File: config.mk
export PLATFORM = sky130hd
export DESIGN_NAME = syl_fetch
export DESIGN_NICKNAME = d
export VERILOG_FILES = /design/src/rtl/sylfetch_pkg.sv /design/src/rtl/syl_queue.sv /design/src/rtl/fetch_ctl.sv /design/src/rtl/syl_fetch.sv
export SDC_FILE = /design/constraint.sdc
export NUM_CORES = 1
export LEC_CHECK = 0
export BUFFER_PORTS_ARGS = -buffer_cell sky130_fd_sc_hd__clkbuf_2
export CAP_MARGIN = 25
export CORE_ASPECT_RATIO = 1.25
export CORE_MARGIN = 2
export CORE_UTILIZATION = 65
export DETAILED_ROUTE_END_ITERATION = 8
export HOLD_SLACK_MARGIN = 0.12
export PLACE_DENSITY = 0.95
export SLEW_MARGIN = 40
export SYNTH_ARGS = -nofsm -noshare
export SYNTH_HDL_FRONTEND = slang
export SYNTH_HIERARCHICAL = 1
export SYNTH_SLANG_ARGS = --single-unit
export TNS_END_PERCENT = 30
File: constraint.sdc
create_clock -name clk -period 14.4 [get_ports clk]
set_input_delay 2.88 -clock clk [delete_from_list [all_inputs] [get_ports clk]]
set_output_delay 2.88 -clock clk [all_outputs]
set_load 0.02 [all_outputs]
File: src/rtl/sylfetch_pkg.sv
package sylfetch_pkg;
  localparam int SYL_W   = 8;
  localparam int MAX_LEN = 3;

  typedef logic [SYL_W-1:0] syl_t;

  // length in syllables from the leading 2-bit field
  function automatic logic [1:0] syl_len(input syl_t s);
    case (s[7:6])
      2'b11:   return 2'd3;
      2'b10:   return 2'd2;
      default: return 2'd1;
    endcase
  endfunction
endpackage

File: src/rtl/syl_queue.sv
module syl_queue
  import sylfetch_pkg::*;
#(
  parameter int SYLS = 6,
  parameter int SKW  = 3,
  parameter int CW   = 4
) (
  input  logic                       clk,
  input  logic                       rst_n,
  input  logic                       flush,
  input  logic [1:0]                 pop_amt,
  input  logic                       push,
  input  logic [SYLS*SYL_W-1:0]      push_word,
  input  logic [SKW-1:0]             push_skip,
  output logic [MAX_LEN*SYL_W-1:0]   head,
  output logic [CW-1:0]              fill
);
  localparam int DEPTH = 2 * SYLS;
  localparam int IW    = $clog2(DEPTH);
  localparam int SW    = $clog2(SYLS);

  syl_t sbuf [DEPTH];
  syl_t nxt  [DEPTH];
  syl_t wsyl [SYLS];
  logic [CW-1:0] keep, app;

  for (genvar w = 0; w < SYLS; w++) begin : g_split
    assign wsyl[w] = push_word[(SYLS-w)*SYL_W-1 -: SYL_W];
  end

  assign keep = fill - CW'(pop_amt);
  assign app  = (!push || push_skip >= SKW'(SYLS)) ? '0 : CW'(SYLS) - CW'(push_skip);

  for (genvar g = 0; g < DEPTH; g++) begin : g_slot
    logic [CW:0] src, off;
    logic [CW:0] widx;
    always_comb begin
      src    = (CW+1)'(g) + (CW+1)'(pop_amt);
      off    = (CW+1)'(g) - (CW+1)'(keep);
      widx   = off + (CW+1)'(push_skip);
      nxt[g] = '0;
      if (src < (CW+1)'(fill))
        nxt[g] = sbuf[src[IW-1:0]];
      else if ((CW+1)'(g) >= (CW+1)'(keep) && off < (CW+1)'(app))
        nxt[g] = wsyl[widx[SW-1:0]];
    end
  end

  always_ff @(posedge clk or negedge rst_n) begin
    if (!rst_n) begin
      fill <= '0;
      for (int i = 0; i < DEPTH; i++) sbuf[i] <= '0;
    end else if (flush) begin
      fill <= '0;
      for (int i = 0; i < DEPTH; i++) sbuf[i] <= '0;
    end else begin
      fill <= keep + app;
      for (int i = 0; i < DEPTH; i++) sbuf[i] <= nxt[i];
    end
  end

  for (genvar j = 0; j < MAX_LEN; j++) begin : g_head
    assign head[(MAX_LEN-j)*SYL_W-1 -: SYL_W] = sbuf[j];
  end


  fill_bound_chk: assert property (@(posedge clk) disable iff (!rst_n)
    fill <= CW'(DEPTH));


  pop_cover_chk: assert property (@(posedge clk) disable iff (!rst_n)
    (pop_amt != 2'd0) |-> (CW'(pop_amt) <= fill));
endmodule

File: src/rtl/fetch_ctl.sv
module fetch_ctl #(
  parameter int ADDR_W     = 15,
  parameter int SYLS       = 6,
  parameter int SKW        = 3,
  parameter int CW         = 4,
  parameter int RESET_ADDR = 0
) (
  input  logic              clk,
  input  logic              rst_n,
  input  logic              jmp_valid,
  input  logic [ADDR_W-1:0] jmp_word,
  input  logic [SKW-1:0]    jmp_syl,
  input  logic [CW-1:0]     fill,
  input  logic              req_ready,
  input  logic              resp_valid,
  output logic              req_valid,
  output logic [ADDR_W-1:0] req_addr,
  output logic              push,
  output logic [SKW-1:0]    skip
);
  logic outst, drop;
  logic req_fire;

  assign req_valid = !jmp_valid && !outst && (fill <= CW'(SYLS));
  assign req_fire  = req_valid && req_ready;
  assign push      = resp_valid && !drop && !jmp_valid;

  always_ff @(posedge clk or negedge rst_n) begin
    if (!rst_n) begin
      req_addr <= ADDR_W'(RESET_ADDR);
      skip     <= '0;
      outst    <= 1'b0;
      drop     <= 1'b0;
    end else begin
      if (jmp_valid) begin
        req_addr <= jmp_word;
        skip     <= jmp_syl;
        drop     <= outst && !resp_valid;
      end else begin
        if (req_fire) req_addr <= req_addr + 1'b1;
        if (push)     skip <= '0;
        if (resp_valid) drop <= 1'b0;
      end
      if (req_fire)        outst <= 1'b1;
      else if (resp_valid) outst <= 1'b0;
    end
  end


  one_outstanding_chk: assert property (@(posedge clk) disable iff (!rst_n)
    req_fire |=> !req_valid);


  addr_step_chk: assert property (@(posedge clk) disable iff (!rst_n)
    req_fire |=> (req_addr == $past(req_addr) + 1'b1));


  resp_expected_chk: assert property (@(posedge clk) disable iff (!rst_n)
    resp_valid |-> outst);
endmodule

File: src/rtl/syl_fetch.sv
module syl_fetch
  import sylfetch_pkg::*;
#(
  parameter int SYLS       = 6,
  parameter int ADDR_W     = 15,
  parameter int RESET_ADDR = 0
) (
  input  logic                        clk,
  input  logic                        rst_n,
  output logic                        mem_req_valid,
  input  logic                        mem_req_ready,
  output logic [ADDR_W-1:0]           mem_req_addr,
  input  logic                        mem_resp_valid,
  input  logic [SYLS*SYL_W-1:0]       mem_resp_word,
  input  logic                        jmp_valid,
  input  logic [ADDR_W-1:0]           jmp_word,
  input  logic [$clog2(SYLS)-1:0]     jmp_syl,
  output logic                        ins_valid,
  input  logic                        ins_ready,
  output logic [1:0]                  ins_len,
  output logic [MAX_LEN*SYL_W-1:0]    ins_syl,
  output logic [MAX_LEN*2-1:0]        ins_kind,
  output logic [MAX_LEN*3-1:0]        ins_oct_a,
  output logic [MAX_LEN*3-1:0]        ins_oct_b
);
  localparam int DEPTH = 2 * SYLS;
  localparam int CW    = $clog2(DEPTH + 1);
  localparam int SKW   = $clog2(SYLS);

  logic [MAX_LEN*SYL_W-1:0] head;
  logic [CW-1:0]            fill;
  logic                     push;
  logic [SKW-1:0]           skip;
  logic [1:0]               pop_amt;
  logic                     ins_fire;
  syl_t                     lead;

  assign lead      = head[MAX_LEN*SYL_W-1 -: SYL_W];
  assign ins_len   = syl_len(lead);
  assign ins_valid = !jmp_valid && (fill != '0) && (fill >= CW'(ins_len));
  assign ins_fire  = ins_valid && ins_ready;
  assign pop_amt   = ins_fire ? ins_len : 2'd0;

  fetch_ctl #(
    .ADDR_W(ADDR_W), .SYLS(SYLS), .SKW(SKW), .CW(CW), .RESET_ADDR(RESET_ADDR)
  ) u_ctl (
    .clk        (clk),
    .rst_n      (rst_n),
    .jmp_valid  (jmp_valid),
    .jmp_word   (jmp_word),
    .jmp_syl    (jmp_syl),
    .fill       (fill),
    .req_ready  (mem_req_ready),
    .resp_valid (mem_resp_valid),
    .req_valid  (mem_req_valid),
    .req_addr   (mem_req_addr),
    .push       (push),
    .skip       (skip)
  );

  syl_queue #(.SYLS(SYLS), .SKW(SKW), .CW(CW)) u_q (
    .clk       (clk),
    .rst_n     (rst_n),
    .flush     (jmp_valid),
    .pop_amt   (pop_amt),
    .push      (push),
    .push_word (mem_resp_word),
    .push_skip (skip),
    .head      (head),
    .fill      (fill)
  );

  for (genvar j = 0; j < MAX_LEN; j++) begin : g_pack
    syl_t s;
    assign s = (2'(j) < ins_len) ? head[(MAX_LEN-j)*SYL_W-1 -: SYL_W] : '0;
    assign ins_syl  [(MAX_LEN-j)*SYL_W-1 -: SYL_W] = s;
    assign ins_kind [(MAX_LEN-j)*2-1 -: 2]         = s[7:6];
    assign ins_oct_a[(MAX_LEN-j)*3-1 -: 3]         = s[5:3];
    assign ins_oct_b[(MAX_LEN-j)*3-1 -: 3]         = s[2:0];
  end


  hold_steady_chk: assert property (@(posedge clk) disable iff (!rst_n)
    (ins_valid && !ins_ready && !jmp_valid) |=>
      (jmp_valid || (ins_valid && $stable(ins_syl) && $stable(ins_len))));


  jump_empties_chk: assert property (@(posedge clk) disable iff (!rst_n)
    jmp_valid |=> !ins_valid);


  tail_zero_chk: assert property (@(posedge clk) disable iff (!rst_n)
    (ins_valid && ins_len != 2'd3) |-> (ins_syl[SYL_W-1:0] == '0));


  len_range_chk: assert property (@(posedge clk) disable iff (!rst_n)
    ins_valid |-> (ins_len != 2'd0));
endmodule

==> impl_results.md, run 1 <==
* Root Driver: clkbuf_16
* Final setup viols at 0
* Placer Congestion at 0.997
* First-pass GRT wire length at 57.9 mm
* MaxCap Viol Count at 0
* Ports at 139
* Number of global-route vias before repair at 10.2k
* Via count at 10.8k
* Fin Clk Skew at 9.28 ps
* Synth-to-Final Area Change at 8.59%
* WL/cell at 25.5 um
* Antenna violations before repair at 0
* Diode count at 0
* Post-CTS Setup Inserts at 0
* CTS tree: yes
* GR Overflow Total at 0
* Leakage at 5.43 nW
* Primary FF master, synth: dfrtp_1
* Full die area at 0.0188 mm2
* Number of port buffers at 138
* Type of origin of the critical path: input port
* Gr usage total at 0.403
* Synth Area per Inst at 9.88 um2
* Worst-skew pair later-pin latency at 430 ps
* Initial DRT Pass Iterations at 7
* Longest Clk Path Bufs at 2
* Post-route ant nets at 0
* Die Wd at 123 um
* Max-slew violations at 0
* Pin count of the biggest net entering global routing at 65
* CTS Buf Count at 17
* Min Clock Period, post-route at 7870 ps
* Relative slew slack at 0.417
* TNS Setup at 0 ps
* Crit-path max FO at 58
* Core Region at 0.0174 mm2
* Height of the chip at 153 um
* Seq/Total Area, Yosys at 0.261
* Crit Path Category: input port to flop
* YS warnings at 6
* Syn Nets at 1,303
* Post-Syn Area at 0.0115 mm2
* Max Fclk at 127 MHz
* Residual DRC at 0
* Final core occ at 0.719
* Clock sink count at 120
* Register bit total from synthesis at 120
* Post-CTS Resized at 0
* Tightest Pin Transition at 870 ps
* Drt total wl at 36.9 mm
* Worst-path clk slew at 60 ps
* FP Rows at 54
* Count of unique library cells instantiated by Yosys at 76
* Hold WC Path Type: flop to flop
* Worst EP arrival at 8150 ps
* Post-layout net count at 1,351
* Post-DR vias/cell at 7.47
* Number of DRC markers in iteration 0 at 1,863
* Initial core utilization at 0.662
* Hold buffers post-CTS at 0
* Power Dens Cells at 261 mW/mm2
* RSZ-0062 raised after global routing: no
* Outcome: completed
* Type of element capturing the critical path: flop
* Ys async rst share at 1.00
* Required @ worst endpoint at 14,690 ps
* Hpwl dp at 26.0 mm
* Hold Fails Final Rpt at 0
* H-tree depth at 4
* Number of flops mapped to enable cells by yosys at 0
* Synthesized instance count at 1,163
* Layout cells sized above 1 at 0.290
* Final Cycle Share at 0.546
* Max IR drop VDD at 0.000196 V
==> critical path, stage by stage <==
cell      delay [ps]
clkbuf_2          80
buf_4            310
nand3b_1         260
nor3_2           120
buf_4            570
ha_1             350
inv_1             90
fa_1            1000
ha_1             400
fa_1             420
xor2_1           480
xor2_2           610
nor2_1           160
a21oi_1          260
o22ai_1          130
==> synth_stat cells (all sizes together), types with 3 or more instances <==
master   instances  area, um2
nor2b            7       43.8
and2            11       68.8
inv             56        210
and3            21        131
mux4           102       2300
a21oi           72        368
or2              8       50.1
nor2            99        374
dfrtp          120       3000
nand3           17       85.1
nand4b           3       26.3
xnor2           13        189
fa               6        120
buf             88        612
and4             3       26.3
o21ai           71        359
xor2            12        173
nand2          117        439
a22oi            9       67.6
o21a             3       22.5
o22ai           33        206
nand2b          20        133
nand3b           4       30.0
nor4             8       50.1
a221o            4       40.0
nand4            7       43.8
o211ai           7       52.6
o21bai           5       41.3
ha              62        776
mux2            31        349
o2bb2ai         16        140
clkbuf          35        133
a21o             3       22.5
nor3            18        100
mux2i           41        410
==> registers in the layout (all words and copies together), names as in the netlist <==
register and cells:
u_ctl/drop 1, u_ctl/outst 1, u_ctl/req_addr 15, u_ctl/skip 3, u_q/fill 4, u_q/head 24
u_q/sbuf 72
==> metal layers <==
layer / vias to the layer above / global-route usage / wire length [um]
met5: - / 0 / 0
met4: 0 / 0.167 / 2000
met3: 238 / 0.163 / 5990
met2: 1157 / 0.602 / 16500
met1: 5097 / 0.522 / 12400
li1: 4324 / - / -
==> cells in the final DEF (no fill, tap or decap), types with 31 or more instances in the layout <==
cell and instances:
a21oi_1 70, clkbuf_2 137, dfrtp_1 120, ha_1 60, inv_1 55, mux2_2 31, mux2i_1 41, mux4_2 102
nand2_1 117, nor2_1 98, o21ai_0 56, o22ai_1 33
==> path summary, 6_finish.rpt <==
path                                    from                 to  slack, ps  cells after the start
setup / recovery                   jmp_valid       u_q/sbuf[63]       6530                     15
hold / removal             u_ctl/req_addr[6]  u_ctl/req_addr[6]        580                      1
setup reg to reg                u_q/head[23]       u_q/sbuf[63]       7980                     17
hold reg to reg            u_ctl/req_addr[6]  u_ctl/req_addr[6]        580                      1
max in group asynchronous              rst_n        u_q/fill[0]      10970                      3
min in group asynchronous              rst_n       u_q/sbuf[45]       2440                      1
==> metrics by stage <==
step	hold WS [ps]	setup slack [ps]	std cells	area, um2	power [mW]
final	578	6530	1448	12500	3.26
after global routing	613	6240	1448	12500	3.39
after CTS	575	6630	1447	12500	3.11
after detailed placement	553	6330	1415	11900	2.64
after global placement	498	6500	1413	11800	2.54
after floorplan	477	7190	1163	11500	2.14
==> logic make-up after synthesis <==
group,synth area share
AND/OR/NAND/NOR,0.145
AO/OA/AOI/OAI,0.132
buffers and inverters,0.0837
multiplexers,0.266
flip-flops,0.261
adder cells (fa/ha/maj),0.0779
XOR/XNOR,0.0334
==> where the power goes <==
| group | internal, mW | switching, mW |
|---|---|---|
| clock | 0.264 | 0.166 |
| combinational | 0.816 | 1.47 |
| sequential | 0.428 | 0.115 |
| total | 1.51 | 1.75 |
==> area by class of cell <==
class                      count  area (um2)
multi-input combinational    862        7590
clock inverter                10         119
inverter                      58         218
clock buffer                  22         464
sequential                   120        3000
tap                          224         280
timing repair buffer         152         813
fill                        1049        4880
(Power assumes the default switching activity.)
==> run 2, diff against run 1 <==
--- a/config.mk
+++ b/config.mk
@@ -9,10 +9,10 @@
 export CAP_MARGIN = 25
 export CORE_ASPECT_RATIO = 1.25
 export CORE_MARGIN = 2
-export CORE_UTILIZATION = 65
+export CORE_UTILIZATION = 55
 export DETAILED_ROUTE_END_ITERATION = 8
 export HOLD_SLACK_MARGIN = 0.12
-export PLACE_DENSITY = 0.95
+export PLACE_DENSITY = 0.9
 export SLEW_MARGIN = 40
 export SYNTH_ARGS = -nofsm -noshare
 export SYNTH_HDL_FRONTEND = slang
==> constraint.sdc (replaced) <==
create_clock -name clk -period 6.4 [get_ports clk]
set_input_delay 1.28 -clock clk [delete_from_list [all_inputs] [get_ports clk]]
set_output_delay 1.28 -clock clk [all_outputs]
set_load 0.02 [all_outputs]
==> impl_results.md, run 2 (synthesis gave the netlist of run 1 again) <==
* Relative slew slack at 0.382
* Crit-path max FO at 20
* Post-layout net count at 1,355
* Sequential Area at 0.00300 mm2
* Hold Fails Final Rpt at 0
* GR Overflow Total at 0
* Fin Clk Skew at 13.6 ps
* Post-CTS Setup Inserts at 0
* Height of the chip at 166 um
* # fillers at 1,624
* Crit path top cell by count: ha_1
* Antenna violations before repair at 0
* Via count at 10.2k
* Layout cells sized above 1 at 0.293
* Hold buffers post-CTS at 0
* Initial core utilization at 0.556
* Pin count of the biggest net entering global routing at 71
* Most common cell after layout, fill and taps aside: clkbuf_2
* Worst EP arrival at 5730 ps
* Tightest Pin Transition at 920 ps
* Top reg by flops: u_q/sbuf
* CP max stage delay at 1030 ps
* Die Wd at 133 um
* CTS tree: yes
* Diode count at 0
* Hpwl dp at 24.2 mm
* Internal Power at 3.45 mW
* First-pass GRT wire length at 53.9 mm
* Type of element capturing the critical path: flop
* RSZ-0062 raised after global routing: no
* Final Cycle Share at 0.851
* Worst-path clk slew at 60 ps
* TNS Setup at 0 ps
* Number of DRC markers in iteration 0 at 1,668
* Min Clock Period, post-route at 5450 ps
* Switching Fraction at 0.527
* Root Driver: clkbuf_16
* Crit Path Category: flop to flop
* Hold WC Path Type: flop to flop
* Clk pwr share at 0.146
* Multi-input logic area at 0.00756 mm2
* H-tree depth at 4
* Max-slew violations at 0
* Post-route ant nets at 0
* Placer Congestion at 0.932
* Outcome: completed
* Commonest non-fill, non-tap cells in the layout: clkbuf_2 (137), dfrtp_1 (120), nand2_1 (117)
* Sequential share of power at 0.165
* Clock sink count at 120
* Sw power at 3.85 mW
* Power Dens Cells at 580 mW/mm2
* Cell chain of the critical path: nand2b_1, ha_1, nand2b_4, a2111oi_4, nor3_2, ha_1, inv_1, fa_1, ha_1, fa_1, mux4_2, a21oi_1, o21ai_0
* Full die area at 0.0221 mm2
* WL/cell at 22.6 um
* Number of global-route vias before repair at 9,682
* Post-CTS Resized at 0
* Residual DRC at 0
* Core Region at 0.0207 mm2
* Initial DRT Pass Iterations at 6
* Post-DR vias/cell at 6.77
* Number of port buffers at 138
* Max IR drop VDD at 0.000342 V
* Synth-to-Final Area Change at 9.53%
* Logic pwr share at 0.690
* Leakage at 5.48 nW
* Gr usage total at 0.310
* Max Fclk at 184 MHz
* Longest Clk Path Bufs at 2
* Ports at 139
* Required @ worst endpoint at 6680 ps
* Drt total wl at 33.9 mm
* Worst-skew pair later-pin latency at 440 ps
* CTS Buf Count at 17
* Placed inst area at 0.0120 mm2
* Type of origin of the critical path: flop
* Largest register FFs at 72
* Final setup viols at 0
* FP Rows at 59
* MaxCap Viol Count at 0
* Slowest stage cell, crit path: fa_1
* Post-route cell area at 0.0126 mm2
[run 2: cell count changes in the layout (fill, tap and decap cells not counted), sizes merged]
cell and change:
buf +4, bufinv +1, clkinv -2, clkbuf -4, clkinvlp -3, inv +8
[run 2: stage by stage]
stage / instances / util / setup slack [ps] / hold WS, ps / power [mW]
2_1_floorplan: 1163 / - / 791 / 477 / 4.81
3_3_place_gp: 1469 / 0.577 / 1030 / 501 / 5.80
3_5_place_dp: 1470 / 0.578 / 951 / 517 / 5.96
4_1_cts: 1502 / 0.609 / 1010 / 533 / 7.09
5_1_grt: 1502 / 0.609 / 612 / 583 / 7.70
6_report: 1502 / 0.609 / 950 / 521 / 7.30
[run 2: layout make-up]
type / instances / area share
Inverter: 58 / 0.0173
Clock buffer: 18 / 0.0349
Clock inverter: 14 / 0.0158
Sequential cell: 120 / 0.238
Timing Repair Buffer: 156 / 0.0662
Multi-Input combinational cell: 862 / 0.600
Tap cell: 274 / 0.0272
[run 2: worst paths after layout]
check                                  start       endpoint  slack, ps  cells after the start
min in group asynchronous              rst_n    u_q/sbuf[4]        850                      1
max in group asynchronous              rst_n  u_ctl/skip[1]       4370                      2
worst min-delay path              u_ctl/drop     u_ctl/drop        520                      2
worst max-delay path            u_q/head[22]    u_q/head[6]        950                     13
worst max register to register  u_q/head[22]    u_q/head[6]        950                     13
worst min register to register    u_ctl/drop     u_ctl/drop        520                      2
[run 2: power groups by stage]
| stage | clock network (mW) | logic (mW) | registers [mW] |
|---|---|---|---|
| 6_report | 1.06 | 5.03 | 1.20 |
| 5_1_grt | 1.10 | 5.38 | 1.22 |
| 3_3_place_gp | 0 | 4.63 | 1.17 |
| 3_5_place_dp | 0 | 4.77 | 1.19 |
| 4_1_cts | 1.06 | 4.84 | 1.18 |
| 2_1_floorplan | 0 | 3.70 | 1.11 |
[run 2: routing by layer]
layer,vias up,GRT usage,share of wire
li1,4340,-,-
met1,4804,0.427,0.38
met2,851,0.463,0.44
met3,173,0.0863,0.13
met4,0,0.131,0.053
met5,-,0,0
[run 2: worst max-delay path: cells and delay by family, from the launching register on]
family	cells	cell delay, ps
DFF	1	530
and+or+nand+nor	3	530
buffers and inverters	1	70
muxes	1	430
adders and majority gates	5	2730
AOI/OAI and AO/OA	3	1010
